File: config.mk
export PLATFORM = sky130hd
export DESIGN_NAME = edge_stamp_unit
export DESIGN_NICKNAME = d
export VERILOG_FILES = /design/src/rtl/edge_stamp_pkg.sv /design/src/rtl/edge_stamp_ctrl.sv /design/src/rtl/edge_stamp_dp.sv /design/src/rtl/edge_stamp_unit.sv
export SDC_FILE = /design/constraint.sdc
export NUM_CORES = 1
export LEC_CHECK = 0
export BUFFER_PORTS_ARGS = -buffer_cell sky130_fd_sc_hd__clkbuf_2
export CORE_UTILIZATION = 30
export DETAILED_ROUTE_END_ITERATION = 16
export PLACE_DENSITY = 0.6
export SETUP_SLACK_MARGIN = 0.05
export SLEW_MARGIN = 10
export SYNTH_ARGS = -nofsm -noshare
export SYNTH_HDL_FRONTEND = slang
export SYNTH_HIERARCHICAL = 1
export SYNTH_SLANG_ARGS = --single-unit
File: constraint.sdc
create_clock -name clk -period 7.1 [get_ports clk]
set_input_delay 0.71 -clock clk [delete_from_list [all_inputs] [get_ports clk]]
set_output_delay 0.71 -clock clk [all_outputs]
set_load 0.01 [all_outputs]
File: src/rtl/edge_stamp_pkg.sv
package edge_stamp_pkg;
  localparam int NUM_SLOTS = 4;
  localparam int SLOT_W    = $clog2(NUM_SLOTS);

  // strobes handed from control to datapath each cycle
  typedef struct packed {
    logic              capture;   // store counter into slot
    logic [SLOT_W-1:0] slot;      // target slot
    logic              ctrClear;  // clear counter after capture
    logic              syncLoad;  // preload counter from phase value
  } dpStrobe_t;
endpackage

File: src/rtl/edge_stamp_ctrl.sv
module edge_stamp_ctrl
  import edge_stamp_pkg::*;
#(
  parameter int SYNC_STAGES = 2
) (
  input  logic                 clk,
  input  logic                 rstN,
  input  logic                 sigIn,
  input  logic                 loadEn,
  input  logic                 oneShot,
  input  logic [SLOT_W-1:0]    stopCount,
  input  logic [NUM_SLOTS-1:0] slotPol,
  input  logic [NUM_SLOTS-1:0] slotRst,
  input  logic                 rearm,
  input  logic [NUM_SLOTS-1:0] intMask,
  input  logic [NUM_SLOTS:0]   flagClr,
  input  logic                 syncInEn,
  input  logic                 syncIn,
  input  logic                 swSync,
  output dpStrobe_t            strobe,
  output logic [NUM_SLOTS-1:0] evtFlags,
  output logic                 irq,
  output logic [SLOT_W-1:0]    slotPtr,
  output logic                 frozen
);
  logic [SYNC_STAGES-1:0] syncChain;
  logic sigSync, sigDly;
  logic riseHit, fallHit, edgeHit, evtFire, lastSlot;

  // input synchronizer
  always_ff @(posedge clk or negedge rstN) begin
    if (!rstN) syncChain <= '0;
    else       syncChain <= {syncChain[SYNC_STAGES-2:0], sigIn};
  end
  assign sigSync = syncChain[SYNC_STAGES-1];

  always_ff @(posedge clk or negedge rstN) begin
    if (!rstN) sigDly <= 1'b0;
    else       sigDly <= sigSync;
  end

  assign riseHit  = sigSync & ~sigDly;
  assign fallHit  = ~sigSync & sigDly;
  assign edgeHit  = slotPol[slotPtr] ? fallHit : riseHit;
  assign evtFire  = edgeHit & loadEn & ~frozen;
  assign lastSlot = (slotPtr >= stopCount);

  always_comb begin
    strobe.capture  = evtFire;
    strobe.slot     = slotPtr;
    strobe.ctrClear = evtFire & slotRst[slotPtr];
    strobe.syncLoad = swSync | (syncInEn & syncIn);
  end

  // sequencer
  always_ff @(posedge clk or negedge rstN) begin
    if (!rstN) begin
      slotPtr <= '0;
      frozen  <= 1'b0;
    end else if (rearm) begin
      slotPtr <= '0;
      frozen  <= 1'b0;
    end else if (evtFire) begin
      if (lastSlot) begin
        if (oneShot) frozen  <= 1'b1;
        else         slotPtr <= '0;
      end else begin
        slotPtr <= slotPtr + 1'b1;
      end
    end
  end

  // sticky flags, write-one-to-clear
  for (genvar i = 0; i < NUM_SLOTS; i++) begin : g_flag
    always_ff @(posedge clk or negedge rstN) begin
      if (!rstN) evtFlags[i] <= 1'b0;
      else evtFlags[i] <= (evtFire && (slotPtr == SLOT_W'(i))) |
                          (evtFlags[i] & ~flagClr[i]);
    end
  end

  always_ff @(posedge clk or negedge rstN) begin
    if (!rstN) irq <= 1'b0;
    else       irq <= (evtFire & intMask[slotPtr]) | (irq & ~flagClr[NUM_SLOTS]);
  end
endmodule

File: src/rtl/edge_stamp_dp.sv
module edge_stamp_dp
  import edge_stamp_pkg::*;
#(
  parameter int CNT_W = 32
) (
  input  logic                       clk,
  input  logic                       rstN,
  input  logic                       runEn,
  input  logic [CNT_W-1:0]           phaseVal,
  input  dpStrobe_t                  strobe,
  output logic [NUM_SLOTS*CNT_W-1:0] capVal,
  output logic [CNT_W-1:0]           tsCount
);
  // counter: sync load beats capture clear beats run
  always_ff @(posedge clk or negedge rstN) begin
    if (!rstN)                tsCount <= '0;
    else if (strobe.syncLoad) tsCount <= phaseVal;
    else if (strobe.ctrClear) tsCount <= '0;
    else if (runEn)           tsCount <= tsCount + 1'b1;
  end

  for (genvar i = 0; i < NUM_SLOTS; i++) begin : g_cap
    always_ff @(posedge clk or negedge rstN) begin
      if (!rstN)
        capVal[i*CNT_W +: CNT_W] <= '0;
      else if (strobe.capture && (strobe.slot == SLOT_W'(i)))
        capVal[i*CNT_W +: CNT_W] <= tsCount;
    end
  end
endmodule

File: src/rtl/edge_stamp_unit.sv
module edge_stamp_unit
  import edge_stamp_pkg::*;
#(
  parameter int CNT_W       = 32,
  parameter int SYNC_STAGES = 2
) (
  input  logic                       clk,
  input  logic                       rstN,
  input  logic                       sigIn,
  input  logic                       runEn,
  input  logic                       loadEn,
  input  logic                       oneShot,
  input  logic [SLOT_W-1:0]          stopCount,
  input  logic [NUM_SLOTS-1:0]       slotPol,
  input  logic [NUM_SLOTS-1:0]       slotRst,
  input  logic                       rearm,
  input  logic [NUM_SLOTS-1:0]       intMask,
  input  logic [NUM_SLOTS:0]         flagClr,
  input  logic                       syncInEn,
  input  logic                       syncIn,
  input  logic                       swSync,
  input  logic [CNT_W-1:0]           phaseVal,
  output logic [NUM_SLOTS*CNT_W-1:0] capVal,
  output logic [CNT_W-1:0]           tsCount,
  output logic [NUM_SLOTS-1:0]       evtFlags,
  output logic                       irq,
  output logic [SLOT_W-1:0]          slotPtr,
  output logic                       frozen
);
  dpStrobe_t strobe;

  edge_stamp_ctrl #(.SYNC_STAGES(SYNC_STAGES)) u_ctrl (
    .clk(clk), .rstN(rstN), .sigIn(sigIn), .loadEn(loadEn), .oneShot(oneShot),
    .stopCount(stopCount), .slotPol(slotPol), .slotRst(slotRst), .rearm(rearm),
    .intMask(intMask), .flagClr(flagClr), .syncInEn(syncInEn), .syncIn(syncIn),
    .swSync(swSync), .strobe(strobe), .evtFlags(evtFlags), .irq(irq),
    .slotPtr(slotPtr), .frozen(frozen)
  );

  edge_stamp_dp #(.CNT_W(CNT_W)) u_dp (
    .clk(clk), .rstN(rstN), .runEn(runEn), .phaseVal(phaseVal),
    .strobe(strobe), .capVal(capVal), .tsCount(tsCount)
  );
endmodule

==> out/results.ini, run 1 <==
[global_routing]
grt_pass1_vias=5619
antenna_found_initial=2
grt_start_max_net_pins=120
overflow=0
grt_pass1_wl_um=34200
track_usage=0.173

[synth]
synth_edf_count=0
ys_ff_latch=171
synth_nets=689
yosys.area.top_type=dfrtp_1
synth_seq_area_share=0.563
synthFlopType=dfrtp_1
yosysWarnings=6
synth.distinct_cells=63
syn-instance-count=621
synth_top_cell_area_share=0.563
synth_area_leaders=dfrtp_1 (56%), mux2_2 (17%), nand2_1 (2.5%)
syn_area_per_cell_um2=12.2
synthArstFlopShare=1.00
synth_area_um2=7600

[cells_and_area]
fin_area_um2=9590
final_util=0.390
fin_nets=894
areaGrowthSynthToFinish_pct=26.1
final_cell_mix=clkbuf_2 (227), dfrtp_1 (171), mux2_2 (113), nand2_1 (51), o21ai_0 (32)
final_common_cell=clkbuf_2
drive_gt1_frac=0.476

[power]
p_per_area_nw_per_um2=270
p_seq_frac=0.474
sw_frac_of_total=0.301
p_clk_frac=0.360
p_leak_nw=4.85
comb_power_share=0.166
internal-power_w=0.00181
ir_worst_vdd_mv=0.171
netSwitchingPower_w=0.000779

[worst_setup_path]
path_delay_family=multiplexers
end_kind=register
crit_slowest_cell=nand3_2
crit_chain=mux4_2, mux2_4, nor2_4, nand3_2, mux2_2
worst-path-buf-inv=0
reg2reg_from=u_ctrl/slotPtr[0]
crit_cells=5
crit_end=u_dp/capVal[113]
crit_required_ps=7410
crit_type=register to register
ff2ff_path_depth=5
crit_path_start_kind=register
cp_max_fo=37
r2r_setup_slack_ps=3810
r2r_end=u_dp/capVal[113]
cp.arrival_ps=3600
cpPeakStageDelay_ps=740
cp-startpoint=u_ctrl/slotPtr[0]

[placement]
gp_congestion=0.781
placed_area_um2=9010
hpwl_um=15200
numPortBuffers=228

[routing]
wl_met2_um=10300
route.detailed.drc=0
wl_met1_um=10100
viasPerCell=4.95
dr.first_iter.drc_count=420
detail_route.wl_per_cell_um=19.0
top_layer_used=met5
routed_wl_um=22100
via_count=5757
detail-route-antenna-nets=0
wl_met3_um=1470
first_pass_iters=5

[timing]
period_needed_ps=3290
fmax_mhz=304
worst_pin_slew_ps=1020
rsz0062_at_grt=no
tns_ps=0
post-route-period-util=0.464
drv_slew=0
relSlewSlack=0.323
hold_viol=0
finalSetupViolCount=0
skew_ps=12.1

[die]
core_um2=24600
die_w_um=161
boundaryPins=229
die_area_um2=26000
die_h_um=161
start_util=0.309
num_rows=57

[clocking]
cts_made_buffers=17
cts_resized=0
cts_tree=built
max-clock-path-buffers=2
postCtsHoldBufs=0
cts_max_level=4
clock-root-buffer=clkbuf_16
cts_setup_buffers=0
numClockSinks=171
clk_latency_ps=430
clkSlewWorstSetupHoldPaths_ps=70

[hold_path]
holdPathStages=0
holdCritStartpoint=u_ctrl/syncChain[0]
hold_class=register to register

[job]
maxCapViolations=0

[outcome]
run_status=completed

## per-layer routing
layer,track usage,vias up
met1,0.234,2868
met4,0.0437,2
met2,0.274,187
met5,0,-
met3,0.0475,16
li1,-,2684
## worst register-to-register path, cell delays in order (launching register included)
cell and delay, ps:
dfrtp_1 650, mux4_2 610, mux2_4 340, nor2_4 230, nand3_2 740, mux2_2 590
## power groups by stage
stage               Combinational [W]  Sequential (W)  Clock [W]
finish                       0.000431         0.00123   0.000934
floorplan                    0.000199         0.00125          0
detailed placement           0.000437         0.00125          0
CTS                          0.000438         0.00123   0.000961
global route                 0.000471         0.00125    0.00100
global placement             0.000431         0.00124          0
## cell families after synthesis
logic type / Yosys count / share of synthesized area
xor gates and xnor gates: 8 / 0.00922
and+or+nand+nor: 160 / 0.117
buffers and inverters: 64 / 0.0352
DFF: 171 / 0.563
AOI/OAI and AO/OA: 92 / 0.0819
muxes: 119 / 0.182
adders and majority gates: 7 / 0.0115
## flip-flops by register name, summed over array words and instances, names as in the netlist
| name | cells |
|---|---|
| u_dp/tsCount | 32 |
| u_ctrl/sigDly | 1 |
| u_ctrl/irq | 1 |
| u_ctrl/frozen | 1 |
| u_ctrl/evtFlags | 4 |
| u_ctrl/syncChain | 2 |
| u_ctrl/slotPtr | 2 |
| u_dp/capVal | 128 |
## cell type report
cell class / count / area, um^2
inverter: 15 / 56.3
fill: 2429 / 15000
sequential: 171 / 4280
antenna: 1 / 2.50
tap: 324 / 405
timing repair buffer: 235 / 1200
clock inverter: 14 / 135
clock buffer: 18 / 439
multi-input combinational: 386 / 3070
## Yosys cell counts (12+ instances only)
library cell / number
a21oi_1: 14
o21ai_0: 32
nand2_1: 51
nor3_1: 12
mux2_2: 113
dfrtp_1: 171
buf_2: 12
nand3_1: 19
inv_1: 15
nor2_1: 13
clkbuf_1: 30
nand4_1: 17
## per-stage QoR
stage / instances / worst slack, ps / total power (W) / hold WS (ps)
2_1_floorplan: 621 / 4040 / 0.00145 / 331
3_3_place_gp: 1131 / 3790 / 0.00167 / 334
3_5_place_dp: 1131 / 3740 / 0.00168 / 335
4_1_cts: 1163 / 3780 / 0.00263 / 351
5_1_grt: 1164 / 3590 / 0.00272 / 357
6_report: 1164 / 3810 / 0.00259 / 349
## worst min path at each step
| stage | end | slack (ps) |
|---|---|---|
| 2_1_floorplan | u_ctrl/syncChain[1] | 330 |
| 3_3_place_gp | u_ctrl/syncChain[1] | 330 |
| 3_5_place_dp | u_ctrl/syncChain[1] | 330 |
| 4_1_cts | u_ctrl/syncChain[1] | 350 |
| 5_1_grt | u_ctrl/syncChain[1] | 360 |
| 6_report | u_ctrl/syncChain[1] | 350 |
No activity file was read; power rests on OpenSTA's default activity.
==> inputs of run 2 (changes only) <==
--- a/config.mk
+++ b/config.mk
@@ -8,7 +8,7 @@
 export BUFFER_PORTS_ARGS = -buffer_cell sky130_fd_sc_hd__clkbuf_2
 export CORE_UTILIZATION = 30
 export DETAILED_ROUTE_END_ITERATION = 16
-export PLACE_DENSITY = 0.6
+export PLACE_DENSITY = 0.62
 export SETUP_SLACK_MARGIN = 0.05
 export SLEW_MARGIN = 10
 export SYNTH_ARGS = -nofsm -noshare
==> constraint.sdc (replaced) <==
create_clock -name clk -period 2.95 [get_ports clk]
set_input_delay 0.295 -clock clk [delete_from_list [all_inputs] [get_ports clk]]
set_output_delay 0.295 -clock clk [all_outputs]
set_load 0.01 [all_outputs]
==> run 2 against run 1 <==
  * Worst hold slack got worse by 270 ps
  * Clock power grew to 2.7 times the previous value
  * Sequential power increased by 140%
  * Routed wire length barely moved
  * Via count is 1.2% higher
  * Critical endpoint is now u_dp/tsCount[7]
  * Largest power group unchanged
==> out/results.ini, run 2 (synthesized netlist as in run 1, its figures left out) <==
[cells_and_area]
largest_register=u_dp/capVal
final_common_cell=clkbuf_2
fillers=2421
areaGrowthSynthToFinish_pct=28.6
largest_reg_flops=128
multi_input_area_um2=3070
final_cell_mix=clkbuf_2 (227), dfrtp_1 (171), mux2_2 (113), nand2_1 (51), o21ai_0 (32)
ff_latch_area_um2=4280
drive_gt1_frac=0.481
fin_nets=906
fin_cells=1176
top_regs=u_dp/capVal: 128 flops, u_dp/tsCount: 32 flops, u_ctrl/evtFlags: 4 flops

[power]
ir_worst_vdd_mv=0.354
p_per_area_nw_per_um2=666
p_leak_nw=4.96

[outcome]
run_status=completed

[global_routing]
grt.busiest_layer=met2
grt_pass1_wl_um=34100
grt_util_met3=0.0550
antenna_found_initial=1
met1_usage=0.231
grt_start_max_net_pins=80
track_usage=0.173
overflow=0
met2_usage=0.271
grt_pass1_vias=5741

[clocking]
clock-root-buffer=clkbuf_16
cts_resized=0
cts_setup_buffers=0
cts_made_buffers=17
clk_latency_ps=430
cts_tree=built
postCtsHoldBufs=2
cts_max_level=4
numClockSinks=171
clkSlewWorstSetupHoldPaths_ps=70
max-clock-path-buffers=2

[routing]
detail-route-antenna-nets=0
route.detailed.drc=0
routed_wl_um=22100
first_pass_iters=5
detail_route.wl_per_cell_um=18.8
dr.first_iter.drc_count=419
viasPerCell=4.95
via_count=5825

[job]
maxCapViolations=0

[die]
num_rows=57
die_h_um=161
core_um2=24600
die_w_um=161
die_area_um2=26000
start_util=0.309
boundaryPins=229

[timing]
worst_pin_slew_ps=765
tns_ps=0
relSlewSlack=0.486
period_needed_ps=2700
rsz0062_at_grt=no
hold_viol=0
fin_ws_ps=254
post-route-period-util=0.914
fmax_mhz=371
finalSetupViolCount=0
skew_ps=19.0
drv_slew=0

[worst_setup_path]
cp_max_fo=16
crit_chain=mux4_2, mux2i_1, and3_1, or2_2, nor2_1, a21oi_1, o2bb2a_1
crit_slowest_cell=mux4_2
cp.arrival_ps=2990
worst-path-buf-inv=0
crit_required_ps=3250
end_kind=register
cpPeakStageDelay_ps=550
path_delay_family=simple AND/OR/NAND/NOR gates
crit_path_start_kind=register
crit_type=register to register

[hold_path]
hold_class=input pin to register

[placement]
pre_cts_ws_ps=290
numPortBuffers=228
dp.cells=1141
hpwl_um=15500
gp_congestion=0.815

==> run 2: worst reg2reg max path, cell delays in order, from the launching register on <==
cell and delay, ps:
dfrtp_1 390, mux4_2 550, mux2i_1 190, and3_1 280
or2_2 510, nor2_1 290, a21oi_1 60, o2bb2a_1 290
==> run 2: path summary, 6_finish.rpt <==
path | start | endpoint | slack, ps | cells past startpoint
setup / recovery | u_ctrl/slotPtr[0] | u_dp/tsCount[7] | 250 | 7
hold / removal | phaseVal[8] | u_dp/tsCount[8] | 70 | 3
setup reg to reg | u_ctrl/slotPtr[0] | u_dp/tsCount[7] | 250 | 7
hold reg to reg | u_ctrl/syncChain[0] | u_ctrl/syncChain[1] | 340 | 0
max in group asynchronous | rstN | u_dp/capVal[118] | 1680 | 3
min in group asynchronous | rstN | u_ctrl/evtFlags[1] | 490 | 2
==> run 2: area by class of cell <==
cell class	count	area share
sequential	171	0.438
multi-input combinational	386	0.314
timing repair buffer	247	0.135
clock buffer	18	0.0449
tap	324	0.0415
clock inverter	14	0.0211
inverter	15	0.00576
antenna	1	0.000256
==> run 2: metrics by stage <==
| stage | utilization | instance area, um^2 | total power [W] | hold slack [ps] |
|---|---|---|---|---|
| after global placement | 0.370 | 9110 | 0.00406 | 334 |
| after floorplan | - | 7600 | 0.00350 | -0.591 |
| after global routing | 0.397 | 9780 | 0.00683 | 60.8 |
| after CTS | 0.397 | 9780 | 0.00662 | 57.5 |
| after detailed placement | 0.370 | 9110 | 0.00409 | 337 |
| final | 0.397 | 9780 | 0.00651 | 74.9 |
==> run 2: per-layer routing <==
metal	vias up	routed length [um]
li1	2696	-
met1	2914	10100
met4	0	201
met2	202	10300
met3	13	1500
met5	-	0
==> run 2: power breakdown <==
group / switching [W] / total (W) / leakage, nW / internal [W]
combinational: 0.000569 / 0.00109 / 2.39 / 0.000522
sequential: 0.000284 / 0.00294 / 2.26 / 0.00265
clock: 0.00102 / 0.00249 / 0.319 / 0.00147
total: 0.00187 / 0.00651 / 4.96 / 0.00464
==> inputs of run 3 (changes only) <==
--- a/config.mk
+++ b/config.mk
@@ -8,8 +8,9 @@
 export BUFFER_PORTS_ARGS = -buffer_cell sky130_fd_sc_hd__clkbuf_2
 export CORE_UTILIZATION = 30
 export DETAILED_ROUTE_END_ITERATION = 16
+export GPL_ROUTABILITY_DRIVEN = 0
 export PLACE_DENSITY = 0.62
-export SETUP_SLACK_MARGIN = 0.05
+export SETUP_SLACK_MARGIN = 0.3
 export SLEW_MARGIN = 10
 export SYNTH_ARGS = -nofsm -noshare
 export SYNTH_HDL_FRONTEND = slang
==> constraint.sdc (replaced) <==
create_clock -name clk -period 2.95 [get_ports clk]
set_input_delay 0.1475 -clock clk [delete_from_list [all_inputs] [get_ports clk]]
set_output_delay 0.1475 -clock clk [all_outputs]
set_load 0.01 [all_outputs]
==> run 3 against run 2 <==
  * Combinational power about the same
  * Register-to-register slack improved by 200 ps
  * Global-route usage up 0.22 points
  * Maximum frequency is 8.0% higher
  * Final area up 2.5%
  * Largest cell class unchanged
==> out/results.ini, run 3 (synthesized netlist as in run 1, its figures left out) <==
[outcome]
run_status=completed

[global_routing]
track_usage=0.175
antenna_found_initial=1
grt_util_met3=0.0470
grt_start_max_net_pins=89
grt.busiest_layer=met2
met2_usage=0.275
met1_usage=0.241
grt_pass1_vias=5906
grt_pass1_wl_um=34900
overflow=0

[timing]
hold_viol=0
worst_pin_slew_ps=782
finalSetupViolCount=0
drv_slew=0
rsz0062_at_grt=no
whs_ps=16.3
relSlewSlack=0.475
tns_ps=0
fmax_mhz=401
skew_ps=8.78
post-route-period-util=0.846
period_needed_ps=2500

[routing]
dr.first_iter.drc_count=278
route.detailed.drc=0
detail-route-antenna-nets=0
first_pass_iters=4
via_count=5888
viasPerCell=4.89
routed_wl_um=22200
detail_route.wl_per_cell_um=18.5

[cells_and_area]
drive_gt1_frac=0.462
fillers=2405
ff_latch_area_um2=4280
top_regs=u_dp/capVal: 128 flops, u_dp/tsCount: 32 flops, u_ctrl/evtFlags: 4 flops
areaGrowthSynthToFinish_pct=31.8
fin_nets=933
final_cell_mix=clkbuf_2 (227), dfrtp_1 (170), mux2_2 (113), nand2_1 (51), o21ai_0 (32)
largest_reg_flops=128
multi_input_area_um2=3080
largest_register=u_dp/capVal
final_common_cell=clkbuf_2

[power]
p_leak_nw=5.04
p_per_area_nw_per_um2=637
ir_worst_vdd_mv=0.297

[clocking]
clock-root-buffer=clkbuf_16
cts_tree=built
numClockSinks=171
cts_made_buffers=17
clkSlewWorstSetupHoldPaths_ps=70
cts_max_level=4
clk_latency_ps=420
max-clock-path-buffers=2

[worst_setup_path]
crit_required_ps=3250
end_kind=register
crit_type=register to register
cp.arrival_ps=2800
cp_max_fo=32
crit_path_start_kind=register

[die]
die_w_um=161
core_um2=24600
die_h_um=161
start_util=0.309
die_area_um2=26000
boundaryPins=229
num_rows=57

[hold_path]
hold_class=input pin to register

[job]
maxCapViolations=0

[placement]
hpwl_um=15600
numPortBuffers=228

==> run 3: cell types whose count changed in the layout (fill, tap and decap cells not counted), sizes merged <==
cell and change:
bufinv -1, dlygate4sd3 +29, clkinvlp +1, clkbuf +1, clkinv +4, inv -5
buf -2
==> run 3: cell type report <==
cell class,instances,area share
Tap cell,324,0.0405
Sequential cell,171,0.427
Inverter,15,0.00562
Antenna cell,1,0.000250
Timing Repair Buffer,274,0.159
Clock inverter,13,0.0169
Multi-Input combinational cell,386,0.307
Clock buffer,19,0.0432
==> run 3: metrics by stage <==
step,cells,total power [W],util,cell area (um^2),setup slack (ps)
after detailed placement,1139,0.00409,0.370,9100,423
after global routing,1202,0.00672,0.407,10000,316
after global placement,1139,0.00406,0.370,9100,455
final,1203,0.00638,0.407,10000,454
after floorplan,621,0.00350,-,7610,288
after CTS,1202,0.00648,0.407,10000,396
==> run 3: routing by layer <==
metal	share of wire	vias up	routed length, um
li1	-	2744	-
met1	0.46	2936	10300
met2	0.47	191	10400
met3	0.058	17	1300
met4	0.010	0	227
met5	0	-	0
==> run 3: what timing repair did <==
action	4_1_cts	5_1_grt
buffers inserted	0	0
endpoints found under the hold margin	117	0
hold buffers	31	0
setup endpoints to repair	0	3
gates resized for setup	0	1
==> run 3: worst paths after layout <==
path / start / endpoint / slack (ps) / cells past startpoint
setup / recovery: u_ctrl/slotPtr[0] / u_dp/capVal[16] / 450 / 6
hold / removal: flagClr[4] / u_ctrl/irq / 20 / 3
setup reg to reg: u_ctrl/slotPtr[0] / u_dp/capVal[16] / 450 / 6
hold reg to reg: u_ctrl/syncChain[0] / u_ctrl/syncChain[1] / 350 / 0
max in group asynchronous: rstN / u_dp/capVal[92] / 1790 / 3
min in group asynchronous: rstN / u_ctrl/evtFlags[2] / 350 / 2
==> run 3: power by group <==
part | internal [W] | leakage, nW | switching [W] | total [W]
logic | 0.000542 | 2.50 | 0.000569 | 0.00111
registers | 0.00265 | 2.26 | 0.000302 | 0.00295
clock network | 0.00134 | 0.292 | 0.000976 | 0.00232
total | 0.00454 | 5.04 | 0.00185 | 0.00638
==> run 3: worst max-delay path: stages (launching register included) <==
cell	delay, ps
dfrtp_2	390
mux4_2	540
mux2_4	340
nor2_4	230
nor3b_4	260
buf_12	250
mux2_2	360
